File: config.mk
export PLATFORM = sky130hd
export DESIGN_NAME = bcd_clock_calendar
export DESIGN_NICKNAME = d
export VERILOG_FILES = /design/src/rtl/clk_cal_pkg.sv /design/src/rtl/clk_cal_ctrl.sv /design/src/rtl/clk_cal_datapath.sv /design/src/rtl/bcd_clock_calendar.sv
export SDC_FILE = /design/constraint.sdc
export NUM_CORES = 1
export LEC_CHECK = 0
export ABC_AREA = 1
export BUFFER_PORTS_ARGS = -buffer_cell sky130_fd_sc_hd__buf_2
export CORE_MARGIN = 2
export CORE_UTILIZATION = 44
export CTS_BUF_LIST = sky130_fd_sc_hd__clkbuf_2 sky130_fd_sc_hd__clkbuf_4 sky130_fd_sc_hd__clkbuf_8
export CTS_CLUSTER_SIZE = 16
export DETAILED_ROUTE_END_ITERATION = 10
export PLACE_DENSITY = 0.66
export SYNTH_ARGS = -nofsm -noshare
export SYNTH_HDL_FRONTEND = slang
export SYNTH_SLANG_ARGS = --single-unit
File: constraint.sdc
create_clock -name clk -period 5.35 [get_ports clk]
set_input_delay 0.535 -clock clk [delete_from_list [all_inputs] [get_ports clk]]
set_output_delay 0.535 -clock clk [all_outputs]
set_load 0.05 [all_outputs]
File: src/rtl/clk_cal_pkg.sv
package clk_cal_pkg;

  localparam int REG_W    = 8;
  localparam int NUM_REGS = 7;

  localparam int SEC_I   = 0;
  localparam int MIN_I   = 1;
  localparam int HOUR_I  = 2;
  localparam int DOW_I   = 3;
  localparam int DATE_I  = 4;
  localparam int MONTH_I = 5;
  localparam int YEAR_I  = 6;

  // control -> datapath: per-register load, advance and wrap strobes
  typedef struct packed {
    logic [NUM_REGS-1:0] load;
    logic [NUM_REGS-1:0] step;
    logic [NUM_REGS-1:0] wrap;
  } calStrobe_t;

  // value after reset, also the value a field wraps back to
  function automatic logic [REG_W-1:0] baseVal(input int idx);
    if (idx == DOW_I || idx == DATE_I || idx == MONTH_I) return 8'h01;
    return 8'h00;
  endfunction

  // two-digit BCD increment (caller guarantees no overflow past 99)
  function automatic logic [REG_W-1:0] bcdInc(input logic [REG_W-1:0] v);
    if (v[3:0] == 4'd9) return {v[7:4] + 4'd1, 4'd0};
    return {v[7:4], v[3:0] + 4'd1};
  endfunction

endpackage

File: src/rtl/clk_cal_ctrl.sv
module clk_cal_ctrl
  import clk_cal_pkg::*;
(
  input  logic                           clk,
  input  logic                           rst,
  input  logic                           tick,
  input  logic [NUM_REGS-1:0]            loadEn,
  input  logic [NUM_REGS-1:0][REG_W-1:0] curRegs,
  output calStrobe_t                     strobe
);

  logic tickPrev;
  logic tickFall;
  logic advance;
  logic is12h;
  logic midnight;
  logic dayStep;
  logic [3:0] leapSum;
  logic isLeap;
  logic [REG_W-1:0] lastDate;

  always_ff @(posedge clk) begin
    if (rst) tickPrev <= 1'b0;
    else     tickPrev <= tick;
  end

  assign tickFall = tickPrev & ~tick;
  assign advance  = tickFall & ~curRegs[SEC_I][7] & ~(|loadEn);

  assign is12h    = curRegs[HOUR_I][6];
  assign midnight = is12h ? (curRegs[HOUR_I][5] && curRegs[HOUR_I][4:0] == 5'h11)
                          : (curRegs[HOUR_I][5:0] == 6'h23);

  // year divisible by 4: (2*tensLsb + ones) mod 4 == 0
  assign leapSum = curRegs[YEAR_I][3:0] + {2'b00, curRegs[YEAR_I][4], 1'b0};
  assign isLeap  = (leapSum[1:0] == 2'b00);

  always_comb begin
    unique case (curRegs[MONTH_I])
      8'h02:                      lastDate = isLeap ? 8'h29 : 8'h28;
      8'h04, 8'h06, 8'h09, 8'h11: lastDate = 8'h30;
      default:                    lastDate = 8'h31;
    endcase
  end

  always_comb begin
    strobe.load = loadEn;

    strobe.wrap[SEC_I]   = (curRegs[SEC_I][6:0] == 7'h59);
    strobe.wrap[MIN_I]   = (curRegs[MIN_I] == 8'h59);
    strobe.wrap[HOUR_I]  = is12h ? (curRegs[HOUR_I][4:0] == 5'h12)
                                 : (curRegs[HOUR_I][5:0] == 6'h23);
    strobe.wrap[DOW_I]   = (curRegs[DOW_I] == 8'h07);
    strobe.wrap[DATE_I]  = (curRegs[DATE_I] == lastDate);
    strobe.wrap[MONTH_I] = (curRegs[MONTH_I] == 8'h12);
    strobe.wrap[YEAR_I]  = (curRegs[YEAR_I] == 8'h99);

    strobe.step[SEC_I]   = advance;
    strobe.step[MIN_I]   = strobe.step[SEC_I] & strobe.wrap[SEC_I];
    strobe.step[HOUR_I]  = strobe.step[MIN_I] & strobe.wrap[MIN_I];
    dayStep              = strobe.step[HOUR_I] & midnight;
    strobe.step[DOW_I]   = dayStep;
    strobe.step[DATE_I]  = dayStep;
    strobe.step[MONTH_I] = dayStep & strobe.wrap[DATE_I];
    strobe.step[YEAR_I]  = strobe.step[MONTH_I] & strobe.wrap[MONTH_I];
  end

  // a rising timebase never advances the clock
  a_r2_no_step_on_rise: assert property (@(posedge clk) disable iff (rst)
    $rose(tick) |-> !strobe.step[SEC_I]);

  // a load in the cycle drops the advance
  a_r10_load_beats_tick: assert property (@(posedge clk) disable iff (rst)
    (|loadEn) |-> (strobe.step == '0));

endmodule

File: src/rtl/clk_cal_datapath.sv
module clk_cal_datapath
  import clk_cal_pkg::*;
(
  input  logic                           clk,
  input  logic                           rst,
  input  calStrobe_t                     strobe,
  input  logic [REG_W-1:0]               loadData,
  output logic [NUM_REGS-1:0][REG_W-1:0] curRegs
);

  for (genvar i = 0; i < NUM_REGS; i++) begin : g_reg
    logic [REG_W-1:0] regQ;
    logic [REG_W-1:0] nextVal;

    if (i == HOUR_I) begin : g_hour
      logic [REG_W-1:0] low12Inc;
      logic             pmNext;
      always_comb begin
        low12Inc = bcdInc({3'b000, regQ[4:0]});
        pmNext   = (low12Inc[4:0] == 5'h12) ? ~regQ[5] : regQ[5];
        if (!regQ[6])
          nextVal = strobe.wrap[i] ? 8'h00 : bcdInc({2'b00, regQ[5:0]});
        else if (strobe.wrap[i])
          nextVal = {2'b01, regQ[5], 5'h01};
        else
          nextVal = {2'b01, pmNext, low12Inc[4:0]};
      end
    end else begin : g_plain
      always_comb
        nextVal = strobe.wrap[i] ? baseVal(i) : bcdInc({1'b0, regQ[6:0]});
    end

    always_ff @(posedge clk) begin
      if (rst)                 regQ <= baseVal(i);
      else if (strobe.load[i]) regQ <= loadData;
      else if (strobe.step[i]) regQ <= nextVal;
    end

    assign curRegs[i] = regQ;

    // a strobed register holds the load byte one edge later
    a_r10_load_lands: assert property (@(posedge clk) disable iff (rst)
      strobe.load[i] |=> (regQ == $past(loadData)));
  end

  // halted and not loaded -> nothing moves
  a_r9_halt_freeze: assert property (@(posedge clk) disable iff (rst)
    (curRegs[SEC_I][7] && strobe.load == '0) |=> $stable(curRegs));

  // seconds roll 59 -> 00 and minutes move with them
  a_r3_sec_carry: assert property (@(posedge clk) disable iff (rst)
    (curRegs[SEC_I] == 8'h59 && strobe.step[SEC_I] && strobe.load == '0)
    |=> (curRegs[SEC_I] == 8'h00 && curRegs[MIN_I] != $past(curRegs[MIN_I])));

  // 24-hour layout wraps 23 -> 00
  a_r4_hour24_wrap: assert property (@(posedge clk) disable iff (rst)
    (curRegs[HOUR_I] == 8'h23 && strobe.step[HOUR_I] && strobe.load == '0)
    |=> (curRegs[HOUR_I] == 8'h00));

  // 12-hour layout flips PM on 11 -> 12
  a_r5_pm_toggle: assert property (@(posedge clk) disable iff (rst)
    (curRegs[HOUR_I][6] && curRegs[HOUR_I][4:0] == 5'h11 && strobe.step[HOUR_I] && strobe.load == '0)
    |=> (curRegs[HOUR_I][4:0] == 5'h12 && curRegs[HOUR_I][5] != $past(curRegs[HOUR_I][5])));

endmodule

File: src/rtl/bcd_clock_calendar.sv
module bcd_clock_calendar
  import clk_cal_pkg::*;
(
  input  logic                clk,
  input  logic                rst,
  input  logic                tick,
  input  logic [NUM_REGS-1:0] loadEn,
  input  logic [REG_W-1:0]    loadData,
  output logic [REG_W-1:0]    seconds,
  output logic [REG_W-1:0]    minutes,
  output logic [REG_W-1:0]    hours,
  output logic [REG_W-1:0]    weekday,
  output logic [REG_W-1:0]    date,
  output logic [REG_W-1:0]    month,
  output logic [REG_W-1:0]    year
);

  calStrobe_t                     strobe;
  logic [NUM_REGS-1:0][REG_W-1:0] curRegs;

  clk_cal_ctrl u_ctrl (
    .clk     (clk),
    .rst     (rst),
    .tick    (tick),
    .loadEn  (loadEn),
    .curRegs (curRegs),
    .strobe  (strobe)
  );

  clk_cal_datapath u_data (
    .clk      (clk),
    .rst      (rst),
    .strobe   (strobe),
    .loadData (loadData),
    .curRegs  (curRegs)
  );

  assign seconds = curRegs[SEC_I];
  assign minutes = curRegs[MIN_I];
  assign hours   = curRegs[HOUR_I];
  assign weekday = curRegs[DOW_I];
  assign date    = curRegs[DATE_I];
  assign month   = curRegs[MONTH_I];
  assign year    = curRegs[YEAR_I];

endmodule

==> impl_metrics.tcl <==
set metrics [dict create \
    synth_warnings 0 \
    dp_cells 739 \
    ir_drop_uv 106 \
    p_per_area_nw_per_um2 257 \
    netlist_area_um2 3900 \
    tightest_slew_ps 801 \
    antenna-diode-count 0 \
    ff_latch_area_um2 1140 \
    drive_gt1_share_pct 20.3 \
    max_stage_delay_ps 480 \
    sequentialPowerShare_pct 42.9 \
    grt.overflow.total 0 \
    area_delta_synth_final_pct 14.5 \
    stdcell_count 752 \
    swShare_pct 37.3 \
    fin_crit_sh_pct 38.2 \
    p_leak_nw 2.10 \
    crit_slowest_cell "dfxtp_1" \
    num_io_pins 74 \
    cts_buffer_depth 2 \
    cp_common_cell "nand2_1" \
    slew-limit-headroom_pct 46.6 \
    via_per_inst 5.37 \
    synth_seq_area_share_pct 29.3 \
    fin_skew_ps 7.43 \
    synth.net_count 612 \
    r2r_end "u_data.g_reg[5].regQ[2]" \
    clk_pin_slew_ps 60 \
    dr.first_iter.drc_count 150 \
    dp.final_hpwl_um 7990 \
    vias 4040 \
    drc 0 \
    status "completed" \
    synth_top_cell_by_area "dfxtp_1" \
    max_cap_violations 0 \
    synth_top_area_share_pct 29.3 \
    grt_max_degree 36 \
    rsz0062_at_grt "no" \
    post_cts_buffers 0 \
    cts_tree "yes" \
    min_delay_worst_endpoint "u_ctrl.tickPrev" \
    layout_common_cells "103 x nand2_1, 77 x inv_1, 73 x buf_2, 57 x dfxtp_1, 54 x nor2_1" \
    start_util_pct 45.1 \
    p_sw_w 0.000427 \
    syn-instance-count 573 \
    endpoint_kind "register" \
    fillers 898 \
    cp.arrival_ps 2240 \
    htree_levels 3 \
    hold_depth 3 \
    required_ps 5540 \
    cts_made_buffers 9 \
    holdBufCountCts 0 \
    clockPowerShare_pct 30.4 \
    fin_nets 681 \
    setup_violations 0 \
    avgSynthCellArea_um2 6.80 \
    dieWidth_um 98.1 \
    hold_viol 0 \
    die_h_um 98.1 \
    core_um2 8640 \
    post-route-util_pct 51.7 \
    path_max_fanout 12 \
    path_class "reg2reg" \
    hp-class "in2reg" \
    rrSetupSlack_ps 3310 \
    p_comb_share_pct 26.7 \
    cts.sinks 57 \
    period_needed_ps 2040 \
    p_int_w 0.000718 \
    antenna_found_initial 0 \
    ys_ff_latch 57 \
    synthDistinctLibCells 40 \
    regToRegStartpoint "u_data.g_reg[5].regQ[4]" \
    wl_um 11000 \
    grt_pass1_wl_um 17500 \
    final_common_cell "nand2_1" \
    timing.fmax_mhz 490 \
    drv_slew 0 \
    dp_slack_ps 3060 \
    fin_setup_tns_ps 0 \
    rows 34 \
    grt_pass1_vias 3691 \
    critPathBufInv 3 \
    cts-root-buf "clkbuf_8" \
    fp.dieArea_um2 9620 \
    ant_nets 0 \
    globalplace.congestion 0.929 \
    hp-start "tick" \
    critPathLaunchType "register" \
    critical_path.top_delay_family "simple AND/OR/NAND/NOR gates" \
    fin_ws_ps 3310 \
    cp.depth 14 \
    synth_area_leaders "dfxtp_1 29%, nand2_1 9.9%, inv_1 7.4%" \
    groute.usage.overall_pct 22.8 \
    cp_cell_sequence "inv_1 -> ha_1 -> nand2_1 -> inv_1 -> nand2_1 -> nand3_1 -> nand2_1 -> nand2_1 -> nor2_4 -> nand2_1 -> nand2_2 -> inv_1 -> nand2_1 -> a21oi_2" \
    clock_latency_ps 340 \
    multi_input_area_um2 2340 \
    fin_hold_ws_ps 455 \
    reg2regPathDepth 14 \
    numPortBuffers 73 \
    routedWlPerCell_um 14.7 \
    dr.pass1.iters 5 \
    postCtsResizedCells 0 \
]
[stage by stage]
| stage | instance area [um2] | total power, W |
|---|---|---|
| finish | 4460 | 0.00114 |
| global placement | 4300 | 0.000800 |
| CTS | 4460 | 0.00115 |
| detailed placement | 4300 | 0.000803 |
| floorplan | 3900 | 0.000728 |
| global route | 4460 | 0.00121 |
[per-layer routing]
layer	routed length (um)	GRT usage, %	share of wire [%]
met1	4900	28.6	44
met2	5170	37.6	47
met3	662	3.94	6.0
met4	293	12.0	2.7
met5	0	0	0
[layout make-up]
cell class              instances  share of cell area (%)
multi-input cells             416                    52.5
flip-flops and latches         57                    25.6
repair buffers                 73                    8.19
inverters                      85                    7.21
clock buffers                  12                    3.42
well taps                     108                    3.03
clock inverters                 1                   0.112
[sequential cells by signal, summed over array words and instances, names as in the netlist]
register / count
u_data.g.regQ: 56
u_ctrl.tickPrev: 1
[worst max-delay path by stage]
stage                            start                 endpoint  slack, ps
6_report       u_data.g_reg[5].regQ[4]  u_data.g_reg[5].regQ[2]       3310
5_1_grt        u_data.g_reg[5].regQ[4]  u_data.g_reg[5].regQ[1]       3070
4_1_cts        u_data.g_reg[2].regQ[4]  u_data.g_reg[3].regQ[4]       3330
3_5_place_dp                 loadEn[4]  u_data.g_reg[5].regQ[2]       3060
3_3_place_gp                 loadEn[4]  u_data.g_reg[5].regQ[0]       3100
2_1_floorplan  u_data.g_reg[2].regQ[4]  u_data.g_reg[6].regQ[4]       3210
[cell families (layout without fill, tap and decap cells)]
logic type                 after synthesis  after routing  share of synthesized area, %
buffers and inverters                  100            171                          10.6
xor gates and xnor gates                15             15                          3.37
AOI/OAI and AO/OA                      128            128                          18.9
adders and majority gates               21             21                          6.74
and+or+nand+nor                        252            252                          31.1
DFF                                     57             57                          29.3
[worst min-delay path, delay by kind of cell]
family | cells | cell delay [ps]
simple gates | 1 | 80
buf+inv | 2 | 160
[cells in the mapped netlist, drive strengths merged]
cell,number
nand2,116
inv,83
nor2,65
a21oi,59
dfxtp,57
nand3,41
o21ai,32
ha,21
o22ai,18
nand4,14
nor3,13
a31oi,9
buf,8
xor2,8
clkbuf,7
xnor2,7
o211ai,4
a32oi,2
clkinv,2
nand3b,2
o21bai,2
o31ai,1
o41ai,1
or2,1
[power by group through the flow]
stage          Clock (W)  Sequential, W  Combinational, W
2_1_floorplan          0       0.000585          0.000143
3_3_place_gp           0       0.000498          0.000302
3_5_place_dp           0       0.000499          0.000304
4_1_cts         0.000357       0.000490          0.000306
5_1_grt         0.000379       0.000496          0.000334
6_report        0.000348       0.000491          0.000306
(Power assumes the default switching activity.)
